<file path="src/rtl/ulpi_rpt_pkg.sv">
package ulpi_rpt_pkg;

    // Receive-command byte; bit positions are decoded by the link.
    typedef struct packed {
        logic       alt;
        logic       id;
        logic [1:0] evt;
        logic [1:0] vbus;
        logic [1:0] line;
    } rxcmd_t;

    localparam int STATUS_W = 7;

    typedef enum logic [1:0] {
        ST_IDLE    = 2'd0,
        ST_TURN_UP = 2'd1,
        ST_SEND    = 2'd2,
        ST_TURN_DN = 2'd3
    } seq_state_e;

endpackage

</file>
<file path="src/rtl/ulpi_rxcmd_track.sv">
module ulpi_rxcmd_track
    import ulpi_rpt_pkg::*;
(
    input  logic       clk,
    input  logic       rst_n,
    input  logic [1:0] line_i,
    input  logic [1:0] vbus_i,
    input  logic [1:0] evt_i,
    input  logic       id_i,
    input  logic       bvalid_i,
    input  logic       rise_en_i,
    input  logic       fall_en_i,
    input  logic       low_power_i,
    input  logic       capture_i,
    output rxcmd_t     cur_o,
    output logic       req_o
);

    typedef struct packed {
        logic [STATUS_W-1:0] sent;
        logic                bv_ref;
    } track_t;

    track_t r_q, r_d;
    logic   rise_seen, fall_seen, alt_now;
    rxcmd_t cur;

    always_comb begin
        rise_seen = bvalid_i & ~r_q.bv_ref;
        fall_seen = ~bvalid_i & r_q.bv_ref;
        alt_now   = (rise_seen & rise_en_i) | (fall_seen & fall_en_i);

        cur.alt  = alt_now;
        cur.id   = id_i;
        cur.evt  = evt_i;
        cur.vbus = vbus_i;
        cur.line = line_i;

        req_o = alt_now | (cur[STATUS_W-1:0] != r_q.sent);
        cur_o = cur;

        r_d = r_q;
        if (capture_i) begin
            r_d.sent   = cur[STATUS_W-1:0];
            r_d.bv_ref = bvalid_i;
        end else if (!alt_now && !low_power_i) begin
            // A disabled edge is absorbed so it cannot fire later.
            r_d.bv_ref = bvalid_i;
        end
    end

    always_ff @(posedge clk) begin
        if (!rst_n) begin
            r_q <= '0;
        end else begin
            r_q <= r_d;
        end
    end

endmodule

</file>
<file path="src/rtl/ulpi_rxcmd_seq.sv">
module ulpi_rxcmd_seq
    import ulpi_rpt_pkg::*;
#(
    parameter int TURN_CYC = 1
) (
    input  logic       clk,
    input  logic       rst_n,
    input  logic       req_i,
    input  logic       low_power_i,
    input  rxcmd_t     cur_i,
    output logic       capture_o,
    output logic       dir_o,
    output logic [7:0] data_o
);

    localparam int CNT_W = (TURN_CYC < 2) ? 1 : $clog2(TURN_CYC);
    localparam logic [CNT_W-1:0] LAST = CNT_W'(TURN_CYC - 1);

    typedef struct packed {
        seq_state_e       st;
        logic [CNT_W-1:0] cnt;
        rxcmd_t           held;
    } seq_t;

    seq_t r_q, r_d;

    always_comb begin
        r_d       = r_q;
        capture_o = 1'b0;
        unique case (r_q.st)
            ST_IDLE: begin
                if (req_i && !low_power_i) begin
                    r_d.st  = ST_TURN_UP;
                    r_d.cnt = '0;
                end
            end
            ST_TURN_UP: begin
                if (r_q.cnt == LAST) begin
                    r_d.st    = ST_SEND;
                    r_d.held  = cur_i;
                    capture_o = 1'b1;
                end else begin
                    r_d.cnt = r_q.cnt + 1'b1;
                end
            end
            ST_SEND: begin
                if (req_i) begin
                    r_d.held  = cur_i;
                    capture_o = 1'b1;
                end else begin
                    r_d.st  = ST_TURN_DN;
                    r_d.cnt = '0;
                end
            end
            ST_TURN_DN: begin
                if (r_q.cnt == LAST) begin
                    r_d.st = ST_IDLE;
                end else begin
                    r_d.cnt = r_q.cnt + 1'b1;
                end
            end
            default: r_d.st = ST_IDLE;
        endcase
    end

    always_ff @(posedge clk) begin
        if (!rst_n) begin
            r_q <= '0;
        end else begin
            r_q <= r_d;
        end
    end

    assign dir_o  = (r_q.st == ST_TURN_UP) || (r_q.st == ST_SEND);
    assign data_o = (r_q.st == ST_SEND) ? r_q.held : 8'h00;

endmodule

</file>
<file path="src/rtl/ulpi_status_reporter.sv">
module ulpi_status_reporter
    import ulpi_rpt_pkg::*;
#(
    parameter int TURN_CYC = 1
) (
    input  logic       clk,
    input  logic       rst_n,
    input  logic [1:0] line_state_i,
    input  logic [1:0] vbus_code_i,
    input  logic [1:0] event_code_i,
    input  logic       id_level_i,
    input  logic       bvalid_i,
    input  logic       bvalid_rise_en_i,
    input  logic       bvalid_fall_en_i,
    input  logic       low_power_i,
    output logic       dir_o,
    output logic       nxt_o,
    output logic [7:0] data_o
);

    rxcmd_t cur;
    logic   req, capture;

    ulpi_rxcmd_track u_track (
        .clk        (clk),
        .rst_n      (rst_n),
        .line_i     (line_state_i),
        .vbus_i     (vbus_code_i),
        .evt_i      (event_code_i),
        .id_i       (id_level_i),
        .bvalid_i   (bvalid_i),
        .rise_en_i  (bvalid_rise_en_i),
        .fall_en_i  (bvalid_fall_en_i),
        .low_power_i(low_power_i),
        .capture_i  (capture),
        .cur_o      (cur),
        .req_o      (req)
    );

    ulpi_rxcmd_seq #(.TURN_CYC(TURN_CYC)) u_seq (
        .clk        (clk),
        .rst_n      (rst_n),
        .req_i      (req),
        .low_power_i(low_power_i),
        .cur_i      (cur),
        .capture_o  (capture),
        .dir_o      (dir_o),
        .data_o     (data_o)
    );

    // Status bytes never carry packet data, so NXT stays low.
    assign nxt_o = 1'b0;

endmodule

</file>
<file path="config.mk">
export PLATFORM = sky130hd
export DESIGN_NAME = ulpi_status_reporter
export DESIGN_NICKNAME = d
export VERILOG_FILES = /design/src/rtl/ulpi_rpt_pkg.sv /design/src/rtl/ulpi_rxcmd_track.sv /design/src/rtl/ulpi_rxcmd_seq.sv /design/src/rtl/ulpi_status_reporter.sv
export SDC_FILE = /design/constraint.sdc
export NUM_CORES = 1
export LEC_CHECK = 0
export BUFFER_PORTS_ARGS = -buffer_cell sky130_fd_sc_hd__buf_2
export CAP_MARGIN = 15
export CORE_MARGIN = 2
export CORE_UTILIZATION = 47
export DETAILED_ROUTE_END_ITERATION = 12
export PLACE_DENSITY = 0.74
export SLEW_MARGIN = 0
export SYNTH_ARGS = -nofsm -noshare
export SYNTH_HDL_FRONTEND = slang
export SYNTH_SLANG_ARGS = --single-unit
</file>
<file path="constraint.sdc">
create_clock -name clk -period 1.3 [get_ports clk]
set_input_delay 0.26 -clock clk [delete_from_list [all_inputs] [get_ports clk]]
set_output_delay 0.26 -clock clk [all_outputs]
set_load 0.005 [all_outputs]
</file>
# == Word level (Yosys, flattened, before mapping) ==
# Cells that the tools add are included.
# totals
register_bits,19
in_bits,13
output_inout_bits,10
word_cells,53
# op_classes
addsub,1
n_eq_ne,9
muxes,15
bitwise_logic,8
n_reduce_logical,11
# op_table
cell,n
two-way mux 8 bit,3
one-hot mux 8 bit (2 select lines),1
one-hot mux 3 bit (4 select lines),1
inequality test 7 bit,1
two-way mux 3 bit,2
"inequality test 2 bit, second input constant",3
two-way mux 1 bit,5
AND 1 bit,4
"== test 2 bit, second input constant",2
two-way mux 2 bit,2
"inequality test 2 x 1 -> 1 bit, second input constant",2
AND reduction 4 bit,1
nonzero test 2 bit,2
AND reduction 3 bit,1
"== test 2 x 1 -> 1 bit, second input constant",1
logical AND 1 bit,2
zero test 1 bit,2
zero test 2 bit,1
NOT 1 bit,2
bitwise OR 1 bit,2
one-hot mux 1 bit (2 select lines),1
AND reduction 2 bit,1
"adder 1 bit, second input constant",1
logical OR 1 bit,1

# == Depth between registers and ports, before layout ==
# Gate-level depths: netlist of run 1.
# logic_depth
word_depth,8
mapped_depth,8
ltp_nobuf,7

# == By module ==
# Synthesis of run 1 repeated with hierarchy kept, for this count alone.
# unflattened
hier_cells,104
hier_area_um2,1021.0
# modules_own_cells
mod,instances,cells_each,area_per_inst_um2,seq_area_each_um2
ulpi_rxcmd_seq,1,53,538.0,200.2
ulpi_rxcmd_track,1,49,471.7,160.2
ulpi_status_reporter,1,2,11.3,0.0

# == Worst setup path after synthesis of run 1 ==
# Ideal clock, no wire load.
# synth_path
kind,register to register
start,reg u_seq.r_q[10] (netlist bit)
end,reg u_track.r_q[1] (netlist bit)
arrival_ps,1272
path_slack_ps,-91
stages_incl_launch_ff,7
period_less_slack_ps,1391
cell_sequence,dfxtp_1 -> inv_1 -> ha_1 -> nand2_1 -> a21o_1 -> buf_6 -> mux2i_1
# synth_between
elab_chain_cells,2
word_cells_on_any_way,3
classes_between,eq/ne (2); mux (1)
# synth_lines
item,line,source
start: declaration,ulpi_rxcmd_seq.sv:25,"seq_t r_q, r_d;"
start signal: assignment,ulpi_rxcmd_seq.sv:70,r_q <= r_d;
== test 2 bit or == test 2 x 1 -> 1 bit (tied branches),ulpi_rxcmd_seq.sv:30,unique case (r_q.st)
one-hot mux 1 bit (2 select lines) (*),ulpi_rxcmd_seq.sv:30,
end signal: assignment,ulpi_rxcmd_track.sv:56,r_q <= r_d;
end: declaration,ulpi_rxcmd_track.sv:24,"track_t r_q, r_d;"
# Every way passes the cells marked *; elsewhere a longest branch is shown, timed or not.
# A chain may end at the register's enable or synchronous reset.

# == Worst setup path after layout of run 1 ==
# layout_path
start,reg u_seq.r_q[9] (netlist bit)
end,out data_o[0]
# layout_between
elab_chain_cells,2
# layout_lines
item,line,source
== test 2 bit,ulpi_rxcmd_seq.sv:75,assign data_o = (r_q.st == ST_SEND) ? r_q.held : 8'h00;
two-way mux 8 bit,ulpi_rxcmd_seq.sv:75,
end: declaration,ulpi_status_reporter.sv:18,output logic [7:0] data_o
# No other way between the ends.

==> results.py, run 1 <==
metrics = {
    "final_layout": {
        "multiInputGateArea_um2": 743,
        "drive_gt1_share_pct": 52.5,
        "layout.nets": 175,
        "area_growth_syn_to_layout_pct": 50.4,
        "fin_cells": 186,
        "final_core_util_pct": 72.6,
        "diodes": 0,
        "nFillCells": 158,
        "seq_area_um2": 374,
    },
    "grt": {
        "grt_antenna_before_repair": 0,
        "grt_overflow": 0,
        "grt_max_degree": 17,
        "grtUsageTotal_pct": 24.3,
        "grt_pass1_wl_mm": 4.60,
        "grt_pass1_vias": 990,
    },
    "place": {
        "dp_slack_ns": -0.346,
        "hpwlAfterDp_mm": 1.69,
        "numPortBuffers": 21,
        "routabilityCongestion": 0.846,
        "numPlacedInstances": 172,
    },
    "cts": {
        "insertion_delay_ns": 0.31,
        "path_clk_slew_ns": 0.11,
        "clock-root-buffer": "clkbuf_4",
        "cts_buffers": 3,
        "clockBufferDepth": 2,
        "cts_hold_buf": 0,
        "htreeDepth": 1,
        "cts_tree": "done",
        "clock_sinks": 18,
    },
    "drt": {
        "vias_per_cell": 5.33,
        "via_count": 992,
        "dr.pass1.iters": 4,
        "wirelength_mm": 2.87,
        "drt_iter0_drc": 9,
        "wl_per_cell_um": 15.4,
        "drc": 0,
        "ant_nets": 0,
    },
    "logic_synthesis": {
        "synth_seq_cells": 18,
        "syn_area_um2": 1040,
        "ys_types": 32,
        "avgSynthCellArea_um2": 8.94,
        "synth_nets": 132,
        "synthCells": 116,
        "yosys_warnings": 0,
        "ys_seq_area_share_pct": 34.7,
    },
    "setup_path": {
        "rr_startpoint": "u_track.r_q[6]$_SDFFE_PN0P_",
        "r2r_slack_ns": -0.29,
        "cp.required_ns": 1.04,
        "critPathLaunchType": "flop",
        "crit_path_end_kind": "primary output",
        "reg2reg_to": "u_seq.r_q[10]$_SDFFE_PN0P_",
        "crit_path_max_fanout": 4,
        "rr_worst_depth": 6,
        "worstSetupPathType": "reg2out",
        "critPathArrivalTime_ns": 1.33,
    },
    "power": {
        "power_density_nw_per_um2": 1930,
        "power_mw": 3.01,
        "power_leakage_nw": 0.729,
        "ir_worst_vdd_mv": 1.12,
    },
    "timing": {
        "finalSetupViolCount": 27,
        "final_max_slew_viol_count": 0,
        "final_hold_viol_count": 0,
        "finalCriticalPeriod_ns": 1.59,
        "fin_crit_sh_pct": 122,
        "skew_ns": 0.00570,
        "rsz0062_at_grt": "yes",
        "fin_hold_ws_ns": 0.240,
        "setup_ws_ns": -0.290,
        "clock.fmax_ghz": 0.629,
    },
    "floorplanning": {
        "row_count": 17,
        "core_um2": 2150,
        "die_y_um": 51.0,
        "design.portCount": 23,
        "start_util_pct": 48.3,
        "dieWidth_um": 51.0,
        "dieArea_um2": 2600,
    },
    "hold_path": {
        "hp-class": "in2reg",
        "min_from": "line_state_i[1]",
        "whs_path_depth": 3,
        "whs_endpoint": "u_track.r_q[2]$_SDFFE_PN0P_",
    },
    "outcome": {
        "violations": "setup timing",
        "status": "finished with violations",
    },
    "flow_run": {
        "maxCapViolations": 0,
    },
}
## metrics by stage
stage               area, µm²  setup TNS, ns
floorplan                1110         -0.344
global placement         1310          -3.93
detailed placement       1310          -5.02
CTS                      1480          -6.09
global route             1560          -7.64
finish                   1560          -6.15
## synthesized netlist by cell type
cell | number | area [µm²]
nand2_1 | 27 | 101
dfxtp_1 | 18 | 360
mux2i_1 | 15 | 150
and2_1 | 8 | 50.1
xnor2_1 | 7 | 61.3
inv_1 | 6 | 22.5
clkbuf_1 | 3 | 11.3
ha_1 | 3 | 37.5
a21oi_1 | 2 | 10.0
a22oi_1 | 2 | 15.0
buf_6 | 2 | 22.5
nor2_1 | 2 | 7.51
o21ai_0 | 2 | 10.0
a21boi_0 | 1 | 7.51
a21boi_2 | 1 | 11.3
a21o_1 | 1 | 7.51
a31oi_1 | 1 | 6.26
buf_2 | 1 | 5.00
buf_4 | 1 | 7.51
conb_1 | 1 | 3.75
mux2_2 | 1 | 11.3
nand3_2 | 1 | 10.0
nand3b_1 | 1 | 7.51
nand4_2 | 1 | 12.5
nand4b_4 | 1 | 23.8
nor2b_1 | 1 | 6.26
nor3_4 | 1 | 16.3
o211ai_1 | 1 | 7.51
o21ai_2 | 1 | 8.76
o221ai_1 | 1 | 8.76
o31a_1 | 1 | 8.76
o31ai_1 | 1 | 7.51
## routing by layer
metal,part of all wire [%],track usage (%),wire (µm)
met2,52,40.9,1500
met3,3.2,4.68,92
met1,40,28.9,1140
met4,4.6,13.5,133
met5,0,0,0
## logic make-up (layout without fill, tap and decap cells)
| family | Yosys count | after routing | share of synthesized area (%) |
|---|---|---|---|
| AOI/OAI and AO/OA | 15 | 15 | 10.5 |
| adders and majority gates | 3 | 3 | 3.62 |
| xor gates and xnor gates | 7 | 7 | 5.91 |
| other | 1 | 1 | 0.362 |
| DFF | 18 | 18 | 34.7 |
| and+or+nand+nor | 43 | 43 | 22.7 |
| muxes | 16 | 16 | 15.6 |
| buffers and inverters | 13 | 55 | 6.63 |
## what timing repair did
item | CTS | global route
setup buffers | 9 | 2
resized for setup | 19 | 10
setup endpoints to repair | 26 | 27
hold endpoints to repair | 0 | 0
pin swaps | 12 | 7
## flip-flops by register name, summed over array words and instances (netlist names)
| signal | flops |
|---|---|
| u_seq.r_q | 10 |
| u_track.r_q | 8 |
## worst max-delay path: stages, from the launching register on
cell	delay (ns)
dfxtp_2	0.35
inv_2	0.05
ha_4	0.16
buf_6	0.11
buf_6	0.12
and2_4	0.13
buf_6	0.10
## cell type report
class / instances / share of cell area (%)
Sequential cell: 18 / 24.0
Inverter: 6 / 1.60
Multi-Input combinational cell: 85 / 47.6
Tap cell: 28 / 2.25
Clock buffer: 4 / 2.33
Timing Repair Buffer: 45 / 22.2
## report_power, final
part	switching, mW	internal (mW)
Sequential	0.117	0.715
Combinational	0.796	1.02
Clock	0.193	0.171
Total	1.11	1.90
## layout by cell type, fill, tap and decap left out, types with 2 or more instances in the layout
master and instances:
buf_6 11, buf_4 15, dfxtp_2 8, a22oi_2 2, dfxtp_1 9, a21oi_1 2, and2_1 6, nand2_1 26
ha_4 2, mux2i_1 15, nor2_1 2, inv_1 4, and2_4 2, xnor2_2 7, buf_2 18, o21ai_0 2
clkbuf_4 3
## worst max-delay path by stage
| stage | start | to | slack (ns) |
|---|---|---|---|
| 2_1_floorplan | u_track.r_q[1]$_SDFFE_PN0P_ | u_track.r_q[1]$_SDFFE_PN0P_ | -0.05 |
| 5_1_grt | u_track.r_q[2]$_SDFFE_PN0P_ | u_seq.r_q[10]$_SDFFE_PN0P_ | -0.37 |
| 3_5_place_dp | event_code_i[1] | u_track.r_q[2]$_SDFFE_PN0P_ | -0.35 |
| 3_3_place_gp | event_code_i[1] | u_track.r_q[2]$_SDFFE_PN0P_ | -0.28 |
| 6_report | u_seq.r_q[9]$_SDFFE_PN0P_ | data_o[0] | -0.29 |
| 4_1_cts | u_seq.r_q[9]$_SDFFE_PN0P_ | data_o[7] | -0.29 |
No activity file was read; power rests on OpenSTA's default activity.
==> inputs of run 2 (changes only) <==
Settings changed: ABC_AREA set to 1, CORE_UTILIZATION 47 to 46.
==> results.py, run 2 <==
metrics = {
    "outcome": {
        "status": "finished with violations",
        "violations": "setup timing",
    },
    "drt": {
        "ant_nets": 0,
        "vias_per_cell": 5.02,
        "wirelength_mm": 3.09,
        "via_count": 1064,
        "drt_iter0_drc": 27,
        "drc": 0,
        "wl_per_cell_um": 14.6,
        "dr.pass1.iters": 4,
    },
    "grt": {
        "grt_overflow": 0,
        "grt_pass1_wl_mm": 4.04,
        "grtUsageTotal_pct": 21.0,
        "grt_pass1_vias": 945,
        "grt_antenna_before_repair": 0,
        "grt_max_degree": 19,
    },
    "logic_synthesis": {
        "synthCells": 138,
        "synthAdderAreaFrac_pct": 3.94,
        "synth-edff-count": 0,
        "yosys_warnings": 0,
        "synth_top_family_by_area": "simple AND/OR/NAND/NOR gates",
        "synthArstFlopShare_pct": 0,
        "synth-compound-area-share_pct": 12.9,
        "synthXorXnorAreaFrac_pct": 3.68,
        "synth_nets": 154,
        "ys_types": 22,
        "synth.area.mux_share_pct": 0,
        "ys.flop_type": "dfxtp_1",
        "synth_common_cells": "30 x nor2_1, 25 x nand2_1, 19 x inv_1, 18 x dfxtp_1, 11 x o21ai_0",
        "yosys-top-cells-area": "dfxtp_1 38%, nor2_1 12%, nand2_1 9.9%",
        "yosys.area.top_type": "dfxtp_1",
        "synth_seq_cells": 18,
        "ys_seq_area_share_pct": 37.8,
        "syn_area_um2": 952,
        "synth_top_area_share_pct": 37.8,
        "synthSimpleGateAreaFrac_pct": 29.2,
        "avgSynthCellArea_um2": 6.90,
        "synth.most_common_cell": "nor2_1",
    },
    "setup_path": {
        "crit_slowest_cell": "dfxtp_2",
        "worstSetupPathType": "reg2out",
        "critPathArrivalTime_ns": 1.32,
        "crit_start": "u_seq.r_q[10]$_SDFFE_PN0P_",
        "cp.required_ns": 1.04,
        "critPathLaunchType": "flop",
        "cp_top_family": "buffers and inverters",
        "rr_startpoint": "u_track.r_q[6]$_SDFFE_PN0P_",
        "crit_path_end_kind": "primary output",
        "cpMostUsedCell": "buf_6",
        "crit_path_cell_trace": "ha_4 > buf_6 > buf_6 > nand2_2 > inv_1 > buf_2",
        "cpPeakStageDelay_ns": 0.38,
        "crit_path_max_fanout": 3,
        "worst-path-buf-inv": 4,
    },
    "timing": {
        "final_hold_viol_count": 0,
        "clock.fmax_ghz": 0.635,
        "finalCriticalPeriod_ns": 1.58,
        "timing.setup.tns_ns": -4.88,
        "final_max_slew_viol_count": 0,
        "fin_crit_sh_pct": 121,
        "setup_ws_ns": -0.275,
        "finalSetupViolCount": 27,
        "skew_ns": 0.0117,
        "fin_hold_ws_ns": 0.249,
        "rsz0062_at_grt": "yes",
    },
    "floorplanning": {
        "dieWidth_um": 49.5,
        "core_um2": 1960,
        "row_count": 16,
        "start_util_pct": 48.5,
        "design.portCount": 23,
        "die_y_um": 49.5,
        "dieArea_um2": 2450,
    },
    "cts": {
        "htreeDepth": 1,
        "clock_sinks": 18,
        "insertion_delay_ns": 0.32,
        "clockBufferDepth": 2,
        "cts_tree": "done",
        "path_clk_slew_ns": 0.12,
        "clock-root-buffer": "clkbuf_4",
        "cts_buffers": 3,
    },
    "power": {
        "power_leakage_nw": 0.782,
        "power_density_nw_per_um2": 2420,
        "power_mw": 3.70,
        "ir_worst_vdd_mv": 1.84,
    },
    "final_layout": {
        "layout.nets": 202,
        "largest_reg_flops": 10,
        "seq_area_um2": 368,
        "fin_cells": 212,
        "largest-register": "u_seq.r_q",
        "nFillCells": 130,
        "layout_common_cells": "19 x nor2_1, 19 x buf_2, 19 x buf_4, 18 x nand2_1, 14 x inv_1",
        "finalInstanceArea_um2": 1530,
        "area_growth_syn_to_layout_pct": 60.3,
        "diodes": 0,
        "final_core_util_pct": 77.8,
        "multiInputGateArea_um2": 661,
        "drive_gt1_share_pct": 55.1,
        "largestRegisters": "u_seq.r_q x10, u_track.r_q x8",
    },
    "place": {
        "placed_area_um2": 1210,
        "numPortBuffers": 21,
        "dp_slack_ns": -0.181,
        "numPlacedInstances": 201,
        "hpwlAfterDp_mm": 1.58,
        "routabilityCongestion": 0.774,
    },
    "hold_path": {
        "min_from": "line_state_i[1]",
        "hp-class": "in2reg",
    },
    "flow_run": {
        "maxCapViolations": 0,
    },
}
run 2: changes by cell type after synthesis, sizes merged, moves of 2 or more:
cell / change
a21boi: -2
a21oi: +4
a22oi: -2
and2: -8
clkbuf: -2
inv: +15
mux2i: -15
nand2: +2
nand3: +3
nor2: +28
o21ai: +14
xnor2: -6
xor2: +3
run 2: worst paths after layout:
path / end / slack [ns] / depth (start not counted)
max: data_o[2] / -0.28 / 6
min: u_track.r_q[2]$_SDFFE_PN0P_ / 0.25 / 3
max reg2reg: u_track.r_q[7]$_SDFFE_PN0P_ / -0.23 / 12
min reg2reg: u_track.r_q[4]$_SDFFE_PN0P_ / 0.51 / 2
run 2: cell families (layout without fill, tap and decap cells):
kind of cell    count (synthesis)  after routing
buf+inv                        25             71
flops                          18             18
fa+ha+maj                       3              3
other cells                     1              1
simple gates                   64             65
compound gates                 23             23
xor+xnor                        4              4
run 2: timing repair:
item	CTS	global route
setup endpoints to repair	26	27
hold endpoints to repair	0	0
setup buffers	3	3
gates cloned	1	0
resized for setup	29	42
pin swaps	11	19
hold buffers	0	0
run 2: area by class of cell:
cell class / count / share of cell area (%)
multi-input combinational: 96 / 43.3
timing repair buffer: 46 / 22.0
clock buffer: 4 / 2.38
sequential: 18 / 24.1
tap: 27 / 2.21
inverter: 21 / 5.98
run 2: routing by layer:
metal / wire (µm) / global-route usage (%) / part of all wire [%]
met1: 1180 / 26.1 / 38
met2: 1610 / 37.4 / 52
met3: 154 / 2.73 / 5.0
met4: 152 / 6.94 / 4.9
met5: 0 / 0 / 0
run 2: power by group:
part	leakage, nW	switching [mW]	internal, mW
registers	0.150	0.244	0.823
logic	0.610	1.19	1.07
clock network	0.0210	0.202	0.171
total	0.782	1.63	2.06
run 2: worst register-to-register path, stage by stage (launching register included):
cell and delay [ns]:
dfxtp_2 0.36, inv_1 0.06, nand2_1 0.05, nand2_1 0.06
nand2_1 0.08, nor2_2 0.12, nand3_2 0.14, nand2_4 0.14
nand2_4 0.09, nand2_8 0.10, inv_8 0.06, nor2_2 0.10
nor2_1 0.06
==> inputs of run 3 (changes only) <==
Settings changed: ABC_AREA 1 to 0, CORE_UTILIZATION 46 to 47, PLACE_DENSITY 0.74 to 0.75, SYNTH_HIERARCHICAL set to 1.
==> results.py, run 3 <==
metrics = {
    "final_layout": {
        "drive_gt1_share_pct": 55.7,
        "finalInstanceArea_um2": 1480,
        "seq_area_um2": 374,
        "largest_reg_flops": 10,
        "diodes": 0,
        "fin_cells": 167,
        "final_common_cell": "buf_4",
        "area_growth_syn_to_layout_pct": 44.5,
        "largestRegisters": "u_seq/r_q x10, u_track/r_q x8",
        "layout_common_cells": "17 x buf_4, 16 x mux2i_1, 15 x nor2b_1, 14 x buf_2, 11 x buf_6",
        "multiInputGateArea_um2": 677,
        "final_core_util_pct": 73.7,
        "layout.nets": 159,
        "nFillCells": 140,
        "largest-register": "u_seq/r_q",
    },
    "logic_synthesis": {
        "yosys.area.top_type": "dfxtp_1",
        "ys_seq_area_share_pct": 35.3,
        "yosys-top-cells-area": "dfxtp_1 35%, mux2i_1 17%, nor2b_1 9.8%",
        "synthArstFlopShare_pct": 0,
        "synth_seq_cells": 18,
        "synth_common_cells": "18 x dfxtp_1, 17 x mux2i_1, 16 x nor2b_1, 10 x buf_4, 8 x and2_1",
        "yosys_warnings": 6,
        "ys_types": 24,
        "avgSynthCellArea_um2": 9.82,
        "synth-edff-count": 0,
        "ys.flop_type": "dfxtp_1",
        "synth.most_common_cell": "dfxtp_1",
        "synthCells": 104,
        "syn_area_um2": 1020,
        "synth_nets": 122,
        "synth_top_area_share_pct": 35.3,
    },
    "place": {
        "numPlacedInstances": 158,
        "numPortBuffers": 21,
        "dp_slack_ns": -0.505,
        "routabilityCongestion": 0.806,
        "hpwlAfterDp_mm": 1.56,
        "placed_area_um2": 1230,
    },
    "flow_run": {
        "maxCapViolations": 0,
    },
    "cts": {
        "cts_buffers": 3,
        "path_clk_slew_ns": 0.11,
        "clockBufferDepth": 2,
        "htreeDepth": 1,
        "cts_tree": "done",
        "insertion_delay_ns": 0.31,
        "clock_sinks": 18,
        "clock-root-buffer": "clkbuf_4",
    },
    "timing": {
        "finalCriticalPeriod_ns": 1.80,
        "skew_ns": 0.00707,
        "final_hold_viol_count": 0,
        "final_max_slew_viol_count": 0,
        "finalSetupViolCount": 27,
        "rsz0062_at_grt": "yes",
        "fin_crit_sh_pct": 138,
        "setup_ws_ns": -0.498,
        "clock.fmax_ghz": 0.556,
    },
    "floorplanning": {
        "die_y_um": 50.6,
        "core_um2": 2000,
        "start_util_pct": 51.0,
        "design.portCount": 23,
        "row_count": 16,
        "dieWidth_um": 50.6,
        "dieArea_um2": 2560,
    },
    "power": {
        "power_density_nw_per_um2": 2040,
        "power_mw": 3.01,
        "ir_worst_vdd_mv": 1.11,
        "power_leakage_nw": 0.651,
    },
    "outcome": {
        "status": "finished with violations",
        "violations": "setup timing",
    },
    "setup_path": {
        "reg2reg_to": "u_track/r_q[3]$_SDFFE_PN0P_",
        "cpPeakStageDelay_ns": 0.43,
        "critPathLaunchType": "flop",
        "rr_startpoint": "u_track/r_q[3]$_SDFFE_PN0P_",
        "r2r_slack_ns": -0.50,
        "crit_path_cell_trace": "xnor2_2 > nand4_1 > or3_4 > a21oi_4 > nor2b_4 > buf_6 > mux2i_2 > nor2b_1",
        "worstSetupPathType": "reg2reg",
        "critPathArrivalTime_ns": 2.04,
        "crit_slowest_cell": "or3_4",
        "rr_worst_depth": 8,
        "cp.required_ns": 1.54,
        "crit_path_end_kind": "flop",
        "crit_path_max_fanout": 4,
    },
    "drt": {
        "dr.pass1.iters": 4,
        "drt_iter0_drc": 10,
        "via_count": 831,
        "drc": 0,
        "ant_nets": 0,
        "wirelength_mm": 2.53,
        "wl_per_cell_um": 15.1,
        "vias_per_cell": 4.98,
    },
    "hold_path": {
        "whs_path_depth": 3,
        "min_from": "bvalid_i",
        "whs_endpoint": "u_track/r_q[0]$_SDFFE_PN0P_",
        "hp-class": "in2reg",
    },
    "grt": {
        "grt_max_degree": 21,
        "grt_antenna_before_repair": 0,
        "grt_overflow": 0,
        "grt_pass1_wl_mm": 3.72,
        "grt_pass1_vias": 846,
        "grtUsageTotal_pct": 19.9,
    },
}
[run 3: critical path, delay by kind of cell (launching register included)]
family | cells | cell delay (ns)
simple gates | 4 | 0.78
flops | 1 | 0.38
compound gates | 1 | 0.19
mux | 1 | 0.14
buf+inv | 1 | 0.13
xor+xnor | 1 | 0.11
[run 3: metal layers]
| layer | vias up | GRT usage (%) | routed length (µm) | share of wire, % |
|---|---|---|---|---|
| met5 | - | 0 | 0 | 0 |
| met4 | 0 | 3.60 | 12 | 0.47 |
| met3 | 2 | 6.55 | 104 | 4.1 |
| met2 | 22 | 37.9 | 1360 | 54 |
| met1 | 401 | 21.2 | 1050 | 41 |
| li1 | 406 | - | - | - |
[run 3: final cells by class]
type	instances	share of cell area [%]
Multi-Input combinational cell	73	45.9
Clock buffer	4	2.46
Inverter	2	0.848
Tap cell	27	2.29
Sequential cell	18	25.4
Timing Repair Buffer	43	23.2
[run 3: repair_timing]
action,4_1_cts,5_1_grt
pin swaps,15,6
gates cloned,1,0
buffers inserted,3,1
hold buffers,0,0
gates resized for setup,26,15
endpoints found under the setup margin,27,27
[run 3: metrics by stage]
stage,hold slack [ns],TNS [ns]
after floorplan,0.388,-4.97
after global placement,0.469,-8.00
after detailed placement,0.477,-8.58
after CTS,0.248,-8.66
after global routing,0.237,-11.74
final,0.235,-10.00
[run 3: worst max path at each step]
stage	startpoint	end	slack, ns
3_5_place_dp	event_code_i[1]	u_seq/r_q[9]$_SDFFE_PN0P_	-0.50
4_1_cts	u_track/r_q[4]$_SDFFE_PN0P_	u_track/r_q[3]$_SDFFE_PN0P_	-0.41
2_1_floorplan	u_track/r_q[5]$_SDFFE_PN0P_	u_track/r_q[0]$_SDFFE_PN0P_	-0.37
5_1_grt	u_track/r_q[3]$_SDFFE_PN0P_	u_track/r_q[1]$_SDFFE_PN0P_	-0.57
6_report	u_track/r_q[3]$_SDFFE_PN0P_	u_track/r_q[3]$_SDFFE_PN0P_	-0.50
3_3_place_gp	event_code_i[1]	u_seq/r_q[9]$_SDFFE_PN0P_	-0.49
[run 3: kinds of logic after synthesis]
kind of cell / count (synthesis) / share of synthesized area (%)
xor gates and xnor gates: 7 / 6.01
and+or+nand+nor: 34 / 19.6
buffers and inverters: 13 / 8.46
muxes: 18 / 18.9
AOI/OAI and AO/OA: 8 / 5.27
other: 1 / 0.367
DFF: 18 / 35.3
adders and majority gates: 5 / 6.13
[run 3: report_power, final]
| part | internal [mW] | leakage (nW) | total, mW | switching [mW] |
|---|---|---|---|---|
| sequential | 0.726 | 0.151 | 0.861 | 0.135 |
| combinational | 1.06 | 0.478 | 1.79 | 0.735 |
| clock | 0.171 | 0.0210 | 0.360 | 0.189 |
